[src/rtl/msgq_pkg.sv]
package msgq_pkg;
  typedef enum logic [1:0] {
    ACT_CMD  = 2'd0,
    ACT_DISC = 2'd1,
    ACT_DOUT = 2'd2,
    ACT_DIN  = 2'd3
  } act_e;

  typedef enum logic [1:0] {
    LD_RESEL  = 2'd0,
    LD_STATUS = 2'd1,
    LD_DEFER  = 2'd2,
    LD_NONE   = 2'd3
  } load_e;

  localparam logic [2:0] PH_MSGIN  = 3'b111;
  localparam int         MAX_APPEND = 3;

  localparam logic [7:0] MB_IDENT    = 8'h80;
  localparam logic [7:0] MB_SIMPLE_Q = 8'h20;
  localparam logic [7:0] MB_CMD_DONE = 8'h00;
  localparam logic [7:0] MB_SAVE_DP  = 8'h02;
  localparam logic [7:0] MB_DISCON   = 8'h04;
endpackage

[src/rtl/msgq_store.sv]
module msgq_store #(
  parameter int DEPTH = 8,
  parameter int DW    = 8,
  parameter int NAPP  = 3,
  localparam int LW   = $clog2(DEPTH + 1),
  localparam int NW   = $clog2(NAPP + 1)
) (
  input  logic                    clk,
  input  logic                    rst_n,
  input  logic                    pop,
  input  logic [NW-1:0]           app_n,
  input  logic [NAPP-1:0][DW-1:0] app_bytes,
  output logic [DW-1:0]           head,
  output logic [LW-1:0]           len,
  output logic [LW-1:0]           len_nxt,
  output logic                    ovf
);
  logic [DW-1:0] q   [DEPTH];
  logic [DW-1:0] q_n [DEPTH];
  logic          ovf_n;

  always_comb begin
    int base;
    int tot;
    base = int'(len) - (pop ? 1 : 0);
    for (int k = 0; k < DEPTH; k++) begin
      if (pop) q_n[k] = (k == DEPTH - 1) ? '0 : q[k+1];
      else     q_n[k] = q[k];
    end
    for (int i = 0; i < NAPP; i++) begin
      if (i < int'(app_n) && base + i < DEPTH) q_n[base+i] = app_bytes[i];
    end
    tot     = base + int'(app_n);
    ovf_n   = tot > DEPTH;
    len_nxt = ovf_n ? LW'(DEPTH) : LW'(tot);
  end

  for (genvar g = 0; g < DEPTH; g++) begin : g_slot
    always_ff @(posedge clk or negedge rst_n) begin
      if (!rst_n) q[g] <= '0;
      else        q[g] <= q_n[g];
    end
  end

  always_ff @(posedge clk or negedge rst_n) begin
    if (!rst_n) begin
      len <= '0;
      ovf <= 1'b0;
    end else begin
      len <= len_nxt;
      ovf <= ovf_n;
    end
  end

  assign head = q[0];
endmodule

[src/rtl/msgq_drain.sv]
module msgq_drain #(
  parameter int DEPTH = 8,
  parameter int DW    = 8,
  parameter int CNT_W = 8,
  localparam int LW   = $clog2(DEPTH + 1)
) (
  input  logic             clk,
  input  logic             rst_n,
  input  logic             drain_valid,
  input  logic [CNT_W-1:0] drain_count,
  output logic             drain_ready,
  input  logic [LW-1:0]    q_len,
  input  logic [LW-1:0]    q_len_nxt,
  input  logic [DW-1:0]    head,
  output logic             out_valid,
  output logic [DW-1:0]    out_data,
  input  logic             out_ready,
  output logic             pop,
  output logic             fire,
  output logic [DW-1:0]    last_byte
);
  logic          busy;
  logic [LW-1:0] remain;
  logic [LW-1:0] take;
  logic          final_pop;

  always_comb begin
    if (longint'(drain_count) < longint'(q_len)) take = LW'(drain_count);
    else                                         take = q_len;
  end

  assign drain_ready = !busy;
  assign out_valid   = busy;
  assign out_data    = head;
  assign pop         = busy && out_ready;
  assign final_pop   = pop && (remain == LW'(1));
  assign fire        = final_pop && (q_len_nxt == '0);

  always_ff @(posedge clk or negedge rst_n) begin
    if (!rst_n) begin
      busy      <= 1'b0;
      remain    <= '0;
      last_byte <= '0;
    end else if (!busy) begin
      if (drain_valid && take != '0) begin
        busy   <= 1'b1;
        remain <= take;
      end
    end else if (pop) begin
      remain <= remain - LW'(1);
      if (final_pop) begin
        busy      <= 1'b0;
        last_byte <= head;
      end
    end
  end
endmodule

[src/rtl/msgq_top.sv]
module msgq_top
  import msgq_pkg::*;
#(
  parameter int DEPTH = 8,
  parameter int DW    = 8,
  parameter int CNT_W = 8,
  localparam int LW   = $clog2(DEPTH + 1),
  localparam int NW   = $clog2(MAX_APPEND + 1)
) (
  input  logic             clk,
  input  logic             rst_n,
  input  logic             push_valid,
  input  logic [DW-1:0]    push_data,
  input  logic [1:0]       push_action,
  input  logic             load_valid,
  input  logic [1:0]       load_kind,
  input  logic [7:0]       resel_tag,
  input  logic             resel_tag_valid,
  input  logic             resel_out,
  output logic             push_overflow,
  input  logic             drain_valid,
  input  logic [CNT_W-1:0] drain_count,
  output logic             drain_ready,
  output logic             out_valid,
  output logic [DW-1:0]    out_data,
  input  logic             out_ready,
  output logic [DW-1:0]    head_byte,
  output logic [DW-1:0]    last_byte,
  input  logic [2:0]       bus_phase,
  output logic [DW-1:0]    bus_peek,
  output logic             act_valid,
  output logic [1:0]       act_code
);
  logic [NW-1:0]                app_n;
  logic [MAX_APPEND-1:0][DW-1:0] app_b;
  logic                         act_set;
  act_e                         act_q, act_nxt;
  logic [LW-1:0]                q_len, q_len_nxt;
  logic                         pop, fire;

  always_comb begin
    app_n   = '0;
    app_b   = '0;
    act_set = 1'b0;
    act_nxt = act_q;
    if (load_valid) begin
      unique case (load_e'(load_kind))
        LD_RESEL: begin
          act_set  = 1'b1;
          act_nxt  = resel_out ? ACT_DOUT : ACT_DIN;
          app_b[0] = DW'(MB_IDENT);
          if (resel_tag_valid) begin
            app_b[1] = DW'(MB_SIMPLE_Q);
            app_b[2] = DW'(resel_tag);
            app_n    = NW'(3);
          end else begin
            app_n = NW'(1);
          end
        end
        LD_STATUS: begin
          act_set  = 1'b1;
          act_nxt  = ACT_DISC;
          app_b[0] = DW'(MB_CMD_DONE);
          app_n    = NW'(1);
        end
        LD_DEFER: begin
          act_set  = 1'b1;
          act_nxt  = ACT_DISC;
          app_b[0] = DW'(MB_SAVE_DP);
          app_b[1] = DW'(MB_DISCON);
          app_n    = NW'(2);
        end
        default: ;
      endcase
    end else if (push_valid) begin
      act_set  = 1'b1;
      act_nxt  = act_e'(push_action);
      app_b[0] = push_data;
      app_n    = NW'(1);
    end
  end

  msgq_store #(.DEPTH(DEPTH), .DW(DW), .NAPP(MAX_APPEND)) u_store (
    .clk       (clk),
    .rst_n     (rst_n),
    .pop       (pop),
    .app_n     (app_n),
    .app_bytes (app_b),
    .head      (head_byte),
    .len       (q_len),
    .len_nxt   (q_len_nxt),
    .ovf       (push_overflow)
  );

  msgq_drain #(.DEPTH(DEPTH), .DW(DW), .CNT_W(CNT_W)) u_drain (
    .clk         (clk),
    .rst_n       (rst_n),
    .drain_valid (drain_valid),
    .drain_count (drain_count),
    .drain_ready (drain_ready),
    .q_len       (q_len),
    .q_len_nxt   (q_len_nxt),
    .head        (head_byte),
    .out_valid   (out_valid),
    .out_data    (out_data),
    .out_ready   (out_ready),
    .pop         (pop),
    .fire        (fire),
    .last_byte   (last_byte)
  );

  always_ff @(posedge clk or negedge rst_n) begin
    if (!rst_n) begin
      act_q     <= ACT_CMD;
      act_valid <= 1'b0;
      act_code  <= '0;
    end else begin
      if (act_set) act_q <= act_nxt;
      act_valid <= fire;
      if (fire) act_code <= act_q;
    end
  end

  assign bus_peek = (bus_phase == PH_MSGIN) ? head_byte : '0;
endmodule

[config.mk]
export PLATFORM = sky130hd
export DESIGN_NAME = msgq_top
export DESIGN_NICKNAME = d
export VERILOG_FILES = /design/src/rtl/msgq_pkg.sv /design/src/rtl/msgq_store.sv /design/src/rtl/msgq_drain.sv /design/src/rtl/msgq_top.sv
export SDC_FILE = /design/constraint.sdc
export NUM_CORES = 1
export LEC_CHECK = 0
export BUFFER_PORTS_ARGS = -buffer_cell sky130_fd_sc_hd__buf_2
export CAP_MARGIN = 20
export CORE_ASPECT_RATIO = 0.6
export CORE_UTILIZATION = 45
export CTS_CLUSTER_SIZE = 8
export DETAILED_ROUTE_END_ITERATION = 10
export GPL_TIMING_DRIVEN = 0
export HOLD_SLACK_MARGIN = 0.12
export PLACE_DENSITY = 0.7
export SETUP_SLACK_MARGIN = 0.05
export SYNTH_ARGS = -nofsm -noshare
export SYNTH_HDL_FRONTEND = slang
export SYNTH_HIERARCHICAL = 1
export SYNTH_SLANG_ARGS = --single-unit
[constraint.sdc]
create_clock -name clk -period 4.75 [get_ports clk]
set_input_delay 0.95 -clock clk [delete_from_list [all_inputs] [get_ports clk]]
set_output_delay 0.95 -clock clk [all_outputs]
set_load 0.01 [all_outputs]
==> results of run 1 <==
## stage by stage
stage | area, um^2 | hold WS [ns]
finish | 7720 | 0.498
CTS | 7690 | 0.502
global placement | 7360 | 0.482
floorplan | 6740 | 0.476
detailed placement | 7390 | 0.488
global route | 7720 | 0.524
## layout make-up
class | count | area [um^2] | share of cell area (%)
flip-flops and latches | 87 | 2180 | 28.2
well taps | 192 | 240 | 3.11
clock buffers | 10 | 239 | 3.09
inverters | 25 | 97.6 | 1.26
repair buffers | 79 | 425 | 5.51
clock inverters | 4 | 47.5 | 0.616
multi-input cells | 532 | 4260 | 55.1
plain buffers | 40 | 238 | 3.08
## metal layers
metal | up-vias | track usage (%) | part of all wire, %
met5 | - | 0 | 0
met4 | 0 | 7.13 | 1.4
met3 | 33 | 8.09 | 11
met2 | 276 | 40.1 | 41
met1 | 2801 | 39.8 | 47
li1 | 2620 | - | -
## state kept, by name, summed over array words and instances (netlist names)
| register | flops |
|---|---|
| act_q | 2 |
| act_code | 2 |
| u_store/q | 56 |
| act_valid | 1 |
| u_drain/out_valid | 1 |
| u_drain/remain | 4 |
| u_store/ovf | 1 |
| u_drain/last_byte | 8 |
| u_store/len | 4 |
| u_store/head | 8 |
## how the worst max path moves through the flow
stage | startpoint | endpoint | slack, ns | cells after the start
2_1_floorplan | out_ready | act_code[0]$_DFFE_PN0P_ | 0.28 | 12
3_3_place_gp | out_ready | act_code[0]$_DFFE_PN0P_ | -0.22 | 13
3_5_place_dp | out_ready | act_code[0]$_DFFE_PN0P_ | -0.31 | 13
4_1_cts | out_ready | act_code[0]$_DFFE_PN0P_ | 0.12 | 13
5_1_grt | out_ready | u_store/q[14]$_DFF_PN0_ | 0.07 | 14
6_report | out_ready | act_code[0]$_DFFE_PN0P_ | 0.31 | 13
## synthesized netlist by cell type, drive strengths merged, types with 7 or more instances
library cell | number | area [um^2]
a221oi | 8 | 120
o21ai | 7 | 38.8
nor3 | 17 | 101
buf | 29 | 196
xnor2 | 8 | 85.1
inv | 25 | 93.8
ha | 21 | 263
a221o | 20 | 200
nand4 | 20 | 125
mux2 | 89 | 1010
nor2 | 21 | 78.8
and2 | 49 | 309
o221ai | 35 | 307
clkbuf | 11 | 41.3
nand2 | 47 | 176
nor2b | 11 | 68.8
a21oi | 11 | 62.6
dfrtp | 87 | 2180
mux2i | 45 | 450
## what timing repair did
action                                 CTS  global route
endpoints found under the hold margin    0             0
resized for setup                        1             6
setup endpoints to repair                2            28
pin swaps                                0             0
setup buffers                            0             2
## report_power, final
part           internal (mW)  leakage, nW  switching, mW
combinational           1.06         2.56           1.26
sequential              1.03         1.17          0.246
clock                  0.414        0.140          0.298
total                   2.50         3.87           1.80
## worst max-delay path, stage by stage
cell and delay, ns:
sky130_fd_sc_hd__buf_2 0.11, sky130_fd_sc_hd__nand2_2 0.13, sky130_fd_sc_hd__inv_1 0.09, sky130_fd_sc_hd__ha_1 0.30, sky130_fd_sc_hd__ha_2 0.43, sky130_fd_sc_hd__clkinvlp_4 0.20
sky130_fd_sc_hd__fa_2 0.45, sky130_fd_sc_hd__or4_1 0.56, sky130_fd_sc_hd__a41oi_2 0.26, sky130_fd_sc_hd__nor3b_1 0.11, sky130_fd_sc_hd__or4_1 0.54, sky130_fd_sc_hd__nor2_2 0.17
sky130_fd_sc_hd__mux2_2 0.36
## cells by family after synthesis
family / count (synthesis)
AND/OR/NAND/NOR: 210
XOR/XNOR: 9
other: 1
adder cells (fa/ha/maj): 22
multiplexers: 134
AO/OA/AOI/OAI: 109
flip-flops: 87
buffers and inverters: 65
==> qor.yml, run 1 <==
run_status:
  status: "finished clean"
cells_and_area:
  drive_gt1_share_pct: 32.3
  area.growth.synth_to_final_pct: 17.6
  mostFrequentLayoutCell: "sky130_fd_sc_hd__dfrtp_1"
  antenna_cells: 0
  mostFrequentLayoutCells: "87 x sky130_fd_sc_hd__dfrtp_1, 86 x sky130_fd_sc_hd__mux2_2, 82 x sky130_fd_sc_hd__buf_2, 48 x sky130_fd_sc_hd__conb_1, 46 x sky130_fd_sc_hd__nand2_1"
  finish.net_count: 835
  fill_cells: 1278
  instances_no_fill: 969
  finish.utilization_pct: 55.3
drt:
  route.final.wire_length_um: 20000
  drt-wirelength-per-cell_um: 20.6
  antenna_left: 0
  drt_pass1_iterations: 6
  avgViaCountPerCell: 5.91
  post-route-drc-count: 0
  drt_first_iter_violations: 584
  vias: 5730
worst_setup_path:
  critical_path_class: "in2reg"
  crit-reg2reg-launch: "u_drain/out_valid$_DFF_PN0_"
  critical_path_peak_fanout: 8
  worstPathRequired_ns: 4.98
  startpoint_type: "input pin"
  timing.critical_path.to_type: "flip-flop"
  rrSetupSlack_ns: 0.48
  cp_data_arrival_time_ns: 4.67
  r2r-end: "u_store/q[12]$_DFF_PN0_"
  ff2ff_path_depth: 13
sta:
  post-route-worst-setup-slack_ns: 0.311
  relSlewSlack_pct: 25.6
  setup_skew_after_layout_ns: 0.00502
  shortest_period_the_worst_path_allows_ns: 4.44
  timing.setup.tns_ns: 0
  worst-slew-pin-transition_ns: 1.11
  finalHoldViolCount: 0
  timing.final.setup_violations: 0
  maxSlewViolCount: 0
  max_clock_freq_ghz: 0.225
  rsz0062_at_grt: "false"
  post-route-period-util_pct: 93.4
grt:
  first_global_vias: 5584
  grt_max_degree: 65
  gr-usage-all-layers_pct: 27.6
  gr-total-overflow: 0
  wire_length_of_the_first_global_routing_pass_um: 30600
  initial_antenna_violation_count: 0
clocking:
  clkLatencyLatePin_ns: 0.35
  cts_hold_buf: 0
  clk_path_buf_depth: 2
  cts.root.buffer_cell: "sky130_fd_sc_hd__clkbuf_16"
  htree_num_levels: 3
  numClockSinks: 87
  numCtsBuffers: 9
  cts.reportedPaths.clkPinSlew_ns: 0.06
  cts_tree: "yes"
power:
  overall_power_mw: 4.31
  static-leakage-power_nw: 3.87
  power_density_cells_nw_per_um2: 558
  ir_drop_mv: 0.235
synth:
  most_frequently_used_flop_master_after_synthesis: "sky130_fd_sc_hd__dfrtp_1"
  ys_seq_area_share_pct: 33.2
  muxShareOfSynthArea_pct: 22.3
  synth_xor_area_share_pct: 1.54
  synth_compound_gate_area_share_pct: 14.7
  async_reset_ff_share_pct: 100
  synth.yosys.warnings: 6
  synth_cell_type_count: 75
  synth_cells: 637
  combinational_family_with_the_most_area_after_synthesis: "multiplexers"
  synthesis.area_um2: 6570
  synth-edff-count: 0
  synth_simple_gate_area_share_pct: 18.9
  ys_ff_latch: 87
  syn_area_per_cell_um2: 10.3
  synthAdderAreaFrac_pct: 4.31
die:
  die_w_um: 158
  chipHeight_um: 95.6
  std_cell_rows: 33
  floorplan.initialDensity_pct: 47.0
  core_um2: 14000
  boundaryPins: 77
  dieArea_um2: 15100
place:
  gpl.final_weighted_congestion: 0.958
  portBuffers: 76
  placement.setup.worst_slack_ns: -0.314
  dp.cells: 953
  detailedPlacementHpwl_um: 15000
hold_path:
  holdCritPathClass: "reg2reg"
  whs_endpoint: "u_drain/last_byte[5]$_DFFE_PN0P_"
  worst_hold_startpoint: "u_drain/last_byte[5]$_DFFE_PN0P_"
  hold-path-cell-count: 1
flow_run:
  timing.max_cap.violations: 0
No activity file was read; power rests on OpenSTA's default activity.
==> inputs of run 2 (changes only) <==
- CORE_UTILIZATION: 45 -> 51
- PLACE_DENSITY: 0.7 -> 0.77
- RECOVER_POWER: default -> 25
==> run 2 against run 1 <==
The flow now finishes with violations (max-capacitance violations, max-slew violations). Clock skew rose by 0.0044 ns. Sequential share of layout area increased by 0.18 points. Combinational power about the same. Worst hold slack improved by 0.0015 ns. Routed wire length down 1.9%. Sequential power barely moved. Via count is 0.24% higher. Non-clock buffer count shrank 1. Critical endpoint is now u_store/q[28]$_DFF_PN0_. Critical path depth is 1 higher. Utilization increased by 7.1 points.
==> qor.yml, run 2 (same netlist as run 1, synthesis figures left out) <==
worst_setup_path:
  critical_path_class: "in2reg"
  cp_data_arrival_time_ns: 4.78
  worstPathRequired_ns: 4.96
  slowest_delay_ns: 0.83
  critical_path_peak_fanout: 10
  startpoint_type: "input pin"
  ff2ff_path_depth: 13
  max_stage_delay_cell_worst_path: "sky130_fd_sc_hd__nor4_2"
  critical_path.n_buffers_inverters: 4
  r2r-end: "u_store/q[28]$_DFF_PN0_"
  critical-path-top-delay-family: "simple AND/OR/NAND/NOR gates"
  crit-reg2reg-launch: "u_drain/out_valid$_DFF_PN0_"
  rrSetupSlack_ns: 0.34
  timing.critical_path.to_type: "flip-flop"
  cp_cell_sequence: "buf_2, nand2_2, inv_1, ha_1, ha_2, xor2_2, ha_1, clkbuf_1, xnor2_1, xnor2_1, buf_4, nor4_2, a21o_2, o221ai_1"
  cp.depth: 14
hold_path:
  whs_endpoint: "act_code[1]$_DFFE_PN0P_"
  worst_hold_startpoint: "act_code[1]$_DFFE_PN0P_"
  hold-path-cell-count: 1
  holdCritPathClass: "reg2reg"
grt:
  initial_antenna_violation_count: 0
  gr-total-overflow: 0
  grt_max_degree: 72
  first_global_vias: 5515
  wire_length_of_the_first_global_routing_pass_um: 30600
  gr-usage-all-layers_pct: 30.4
run_status:
  violated_checks: "max-capacitance violations, max-slew violations"
  status: "finished, violations left"
sta:
  shortest_period_the_worst_path_allows_ns: 4.57
  relSlewSlack_pct: -20.2
  finalHoldViolCount: 0
  max_clock_freq_ghz: 0.219
  whs_ns: 0.500
  timing.final.setup_violations: 0
  maxSlewViolCount: 72
  rsz0062_at_grt: "true"
  worst-slew-pin-transition_ns: 1.80
  setup_skew_after_layout_ns: 0.00938
  post-route-period-util_pct: 96.1
die:
  dieArea_um2: 13300
  die_w_um: 148
  chipHeight_um: 89.9
  std_cell_rows: 31
  floorplan.initialDensity_pct: 53.4
  core_um2: 12300
  boundaryPins: 77
drt:
  antenna_left: 0
  route.final.wire_length_um: 19600
  drt_pass1_iterations: 5
  drt-wirelength-per-cell_um: 20.8
  post-route-drc-count: 0
  drt_first_iter_violations: 593
  avgViaCountPerCell: 6.09
  vias: 5744
clocking:
  cts.reportedPaths.clkPinSlew_ns: 0.07
  numClockSinks: 87
  cts_tree: "yes"
  numCtsBuffers: 9
  cts.root.buffer_cell: "sky130_fd_sc_hd__clkbuf_16"
  clk_path_buf_depth: 2
  cts_hold_buf: 0
  htree_num_levels: 3
  clkLatencyLatePin_ns: 0.35
place:
  dp.cells: 926
  detailedPlacementHpwl_um: 14600
  gpl.final_weighted_congestion: 0.976
  portBuffers: 76
cells_and_area:
  area.growth.synth_to_final_pct: 16.9
  drive_gt1_share_pct: 32.3
  largest_register_ff_count: 56
  finish.net_count: 834
  max_flop_register: "u_store/q"
  instances_no_fill: 943
  antenna_cells: 0
  fill_cells: 1025
  mostFrequentLayoutCell: "sky130_fd_sc_hd__dfrtp_1"
  mostFrequentLayoutCells: "87 x sky130_fd_sc_hd__dfrtp_1, 86 x sky130_fd_sc_hd__mux2_2, 82 x sky130_fd_sc_hd__buf_2, 48 x sky130_fd_sc_hd__conb_1, 46 x sky130_fd_sc_hd__nand2_1"
power:
  power_density_cells_nw_per_um2: 562
  static-leakage-power_nw: 3.86
  ir_drop_mv: 0.239
  overall_power_mw: 4.31
flow_run:
  timing.max_cap.violations: 1
==> run 2: area by class of cell <==
type / count / area [um^2] / area share, %
inverter: 25 / 97.6 / 1.27
sequential: 87 / 2180 / 28.4
timing repair buffer: 78 / 392 / 5.10
multi-input combinational: 532 / 4260 / 55.5
buffer: 40 / 238 / 3.10
clock inverter: 6 / 68.8 / 0.897
clock buffer: 10 / 239 / 3.11
tap: 165 / 206 / 2.69
==> run 2: power by group <==
group / switching, mW / internal [mW]
Sequential: 0.241 / 1.03
Combinational: 1.25 / 1.05
Clock: 0.312 / 0.425
==> run 2: what timing repair did <==
item                                    in CTS  in global routing
resized for setup                            2                  5
endpoints found under the setup margin       2                 49
buffers inserted                             0                  1
==> run 2: worst max-delay path by stage <==
| stage | from | end |
|---|---|---|
| final | out_ready | u_store/q[28]$_DFF_PN0_ |
| after global routing | out_ready | u_store/head[0]$_DFF_PN0_ |
| after CTS | out_ready | act_code[0]$_DFFE_PN0P_ |
| after detailed placement | out_ready | act_code[0]$_DFFE_PN0P_ |
| after global placement | out_ready | act_code[0]$_DFFE_PN0P_ |
| after floorplan | out_ready | act_code[0]$_DFFE_PN0P_ |
==> run 2: layer usage <==
layer | wire length (um) | vias to the layer above | track usage [%]
met5 | 0 | - | 0
met1 | 8700 | 2736 | 42.7
met3 | 2770 | 28 | 14.0
met4 | 206 | 0 | 7.47
li1 | - | 2619 | -
met2 | 7920 | 361 | 41.5
==> run 2: stage by stage <==
stage	TNS, ns	utilization [%]	area (um^2)	setup WS (ns)
after global routing	-0.130	62.4	7670	-0.0306
after detailed placement	-4.45	59.8	7360	-0.401
after CTS	0	62.4	7680	0.107
after global placement	-0.963	59.6	7330	-0.268
final	0	62.4	7670	0.184
after floorplan	0	-	6740	0.282
==> inputs of run 3 (changes only) <==
- clock period: 4.75 -> 5.45 ns (I/O delays scaled with it)
==> run 3 against run 2 <==
Highest routed layer unchanged. Combinational power fell by 14%. Via count rose by 0.19%. Critical endpoint is now act_code[0]$_DFFE_PN0P_. First-iteration DRC count fell by 1.5%. The run still ends with max-capacitance violations, max-slew violations left.
==> qor.yml, run 3 (same netlist as run 1, synthesis figures left out) <==
worst_setup_path:
  critical_path_peak_fanout: 8
  cp_cell_sequence: "buf_2, nand2_1, inv_1, ha_1, ha_1, inv_1, fa_1, or4_1, a41oi_1, nor3b_1, or4_1, nor2_1, mux2_2"
  critical-path-top-delay-family: "simple AND/OR/NAND/NOR gates"
  cp_data_arrival_time_ns: 5.21
  rrSetupSlack_ns: 0.84
  timing.critical_path.to_type: "flip-flop"
  worstPathRequired_ns: 5.69
  slowest_delay_ns: 0.54
  max_stage_delay_cell_worst_path: "sky130_fd_sc_hd__fa_1"
  startpoint_type: "input pin"
  critical_path_class: "in2reg"
  critical_path.n_buffers_inverters: 3
clocking:
  cts_hold_buf: 0
  postCtsResizedCells: 0
  cts_tree: "yes"
  htree_num_levels: 3
  numCtsBuffers: 9
  numClockSinks: 87
  cts_post_setup_buffers_inserted: 0
  cts.root.buffer_cell: "sky130_fd_sc_hd__clkbuf_16"
  clkLatencyLatePin_ns: 0.35
  cts.reportedPaths.clkPinSlew_ns: 0.06
  clk_path_buf_depth: 2
sta:
  finalHoldViolCount: 0
  max_clock_freq_ghz: 0.201
  timing.setup.tns_ns: 0
  rsz0062_at_grt: "false"
  worst-slew-pin-transition_ns: 3.15
  timing.final.setup_violations: 0
  post-route-period-util_pct: 91.2
  shortest_period_the_worst_path_allows_ns: 4.97
  setup_skew_after_layout_ns: 0.0110
  maxSlewViolCount: 72
  relSlewSlack_pct: -110
grt:
  gr-total-overflow: 0
  gr-usage-all-layers_pct: 30.4
  initial_antenna_violation_count: 0
  first_global_vias: 5505
  grt_max_degree: 72
  wire_length_of_the_first_global_routing_pass_um: 30600
die:
  core_um2: 12300
  chipHeight_um: 89.9
  floorplan.initialDensity_pct: 53.4
  boundaryPins: 77
  dieArea_um2: 13300
  std_cell_rows: 31
  die_w_um: 148
place:
  detailedPlacementHpwl_um: 14600
  dp.cells: 926
  portBuffers: 76
  gpl.final_weighted_congestion: 0.976
power:
  sw_frac_of_total_pct: 41.8
  net_switching_power_mw: 1.56
  power_density_cells_nw_per_um2: 486
  pwr-share-clk_pct: 17.4
  ir_drop_mv: 0.230
  combPwrFrac_pct: 52.9
  sequentialPowerShare_pct: 29.7
  int_pwr_mw: 2.16
  static-leakage-power_nw: 3.87
drt:
  antenna_left: 0
  drt_pass1_iterations: 5
  drt_first_iter_violations: 584
  post-route-drc-count: 0
  vias: 5755
  avgViaCountPerCell: 6.11
  route.final.wire_length_um: 19600
  drt-wirelength-per-cell_um: 20.8
cells_and_area:
  largest_register_ff_count: 56
  finish.net_count: 833
  mostFrequentLayoutCells: "87 x sky130_fd_sc_hd__dfrtp_1, 86 x sky130_fd_sc_hd__mux2_2, 82 x sky130_fd_sc_hd__buf_2, 48 x sky130_fd_sc_hd__conb_1, 47 x sky130_fd_sc_hd__nand2_1"
  seqCellArea_um2: 2180
  area.growth.synth_to_final_pct: 16.5
  drive_gt1_share_pct: 31.3
  instances_no_fill: 942
  finish.utilization_pct: 62.2
  fill_cells: 1025
  antenna_cells: 0
  mostFrequentLayoutCell: "sky130_fd_sc_hd__dfrtp_1"
  multi_input_comb_area_um2: 4230
  max_flop_register: "u_store/q"
run_status:
  violated_checks: "max-capacitance violations, max-slew violations"
  status: "finished, violations left"
hold_path:
  holdCritPathClass: "reg2reg"
flow_run:
  timing.max_cap.violations: 1
## run 3: per-stage QoR
step / area [um^2] / total power, mW / worst slack (ns) / hold WS [ns]
after global routing: 7650 / 3.94 / 0.191 / 0.524
final: 7650 / 3.72 / 0.477 / 0.501
after floorplan: 6740 / 2.50 / 0.842 / 0.476
after global placement: 7330 / 2.93 / 0.292 / 0.481
after CTS: 7670 / 3.67 / 0.526 / 0.503
after detailed placement: 7360 / 3.03 / 0.159 / 0.488
## run 3: power groups by stage
stage	clock [mW]	sequential [mW]	combinational, mW
after detailed placement	0	1.10	1.93
after global placement	0	1.09	1.84
after CTS	0.649	1.09	1.93
after global routing	0.678	1.13	2.13
after floorplan	0	1.02	1.48
final	0.646	1.11	1.97
## run 3: worst reg2reg max path, delay by kind of cell, from the launching register on
family / cells / cell delay, ns
muxes: 1 / 0.38
AOI/OAI and AO/OA: 1 / 0.36
buffers and inverters: 2 / 0.35
adders and majority gates: 3 / 1.29
DFF: 1 / 0.45
and+or+nand+nor: 5 / 1.66
## run 3: area by class of cell
type	instances	share of cell area [%]
clock inverters	6	0.900
inverters	25	1.23
repair buffers	77	5.12
multi-input cells	532	55.4
plain buffers	40	3.11
clock buffers	10	3.12
flip-flops and latches	87	28.5
well taps	165	2.70
## run 3: metal layers
metal	part of all wire [%]	wire [um]	GRT usage, %	vias up
met2	40	7930	41.4	365
met4	1.1	214	7.47	0
li1	-	-	-	2635
met1	44	8650	42.6	2728
met5	0	0	0	-
met3	14	2840	14.3	27
## run 3: path summary, 6_finish.rpt
path	start	end	depth (start not counted)
setup / recovery	out_ready	act_code[0]$_DFFE_PN0P_	13
max in group asynchronous	rst_n	u_drain/remain[1]$_DFFE_PN0P_	2
min in group asynchronous	rst_n	act_code[0]$_DFFE_PN0P_	1
hold / removal	act_code[1]$_DFFE_PN0P_	act_code[1]$_DFFE_PN0P_	1
setup reg to reg	u_drain/out_valid$_DFF_PN0_	act_code[0]$_DFFE_PN0P_	12
hold reg to reg	act_code[1]$_DFFE_PN0P_	act_code[1]$_DFFE_PN0P_	1
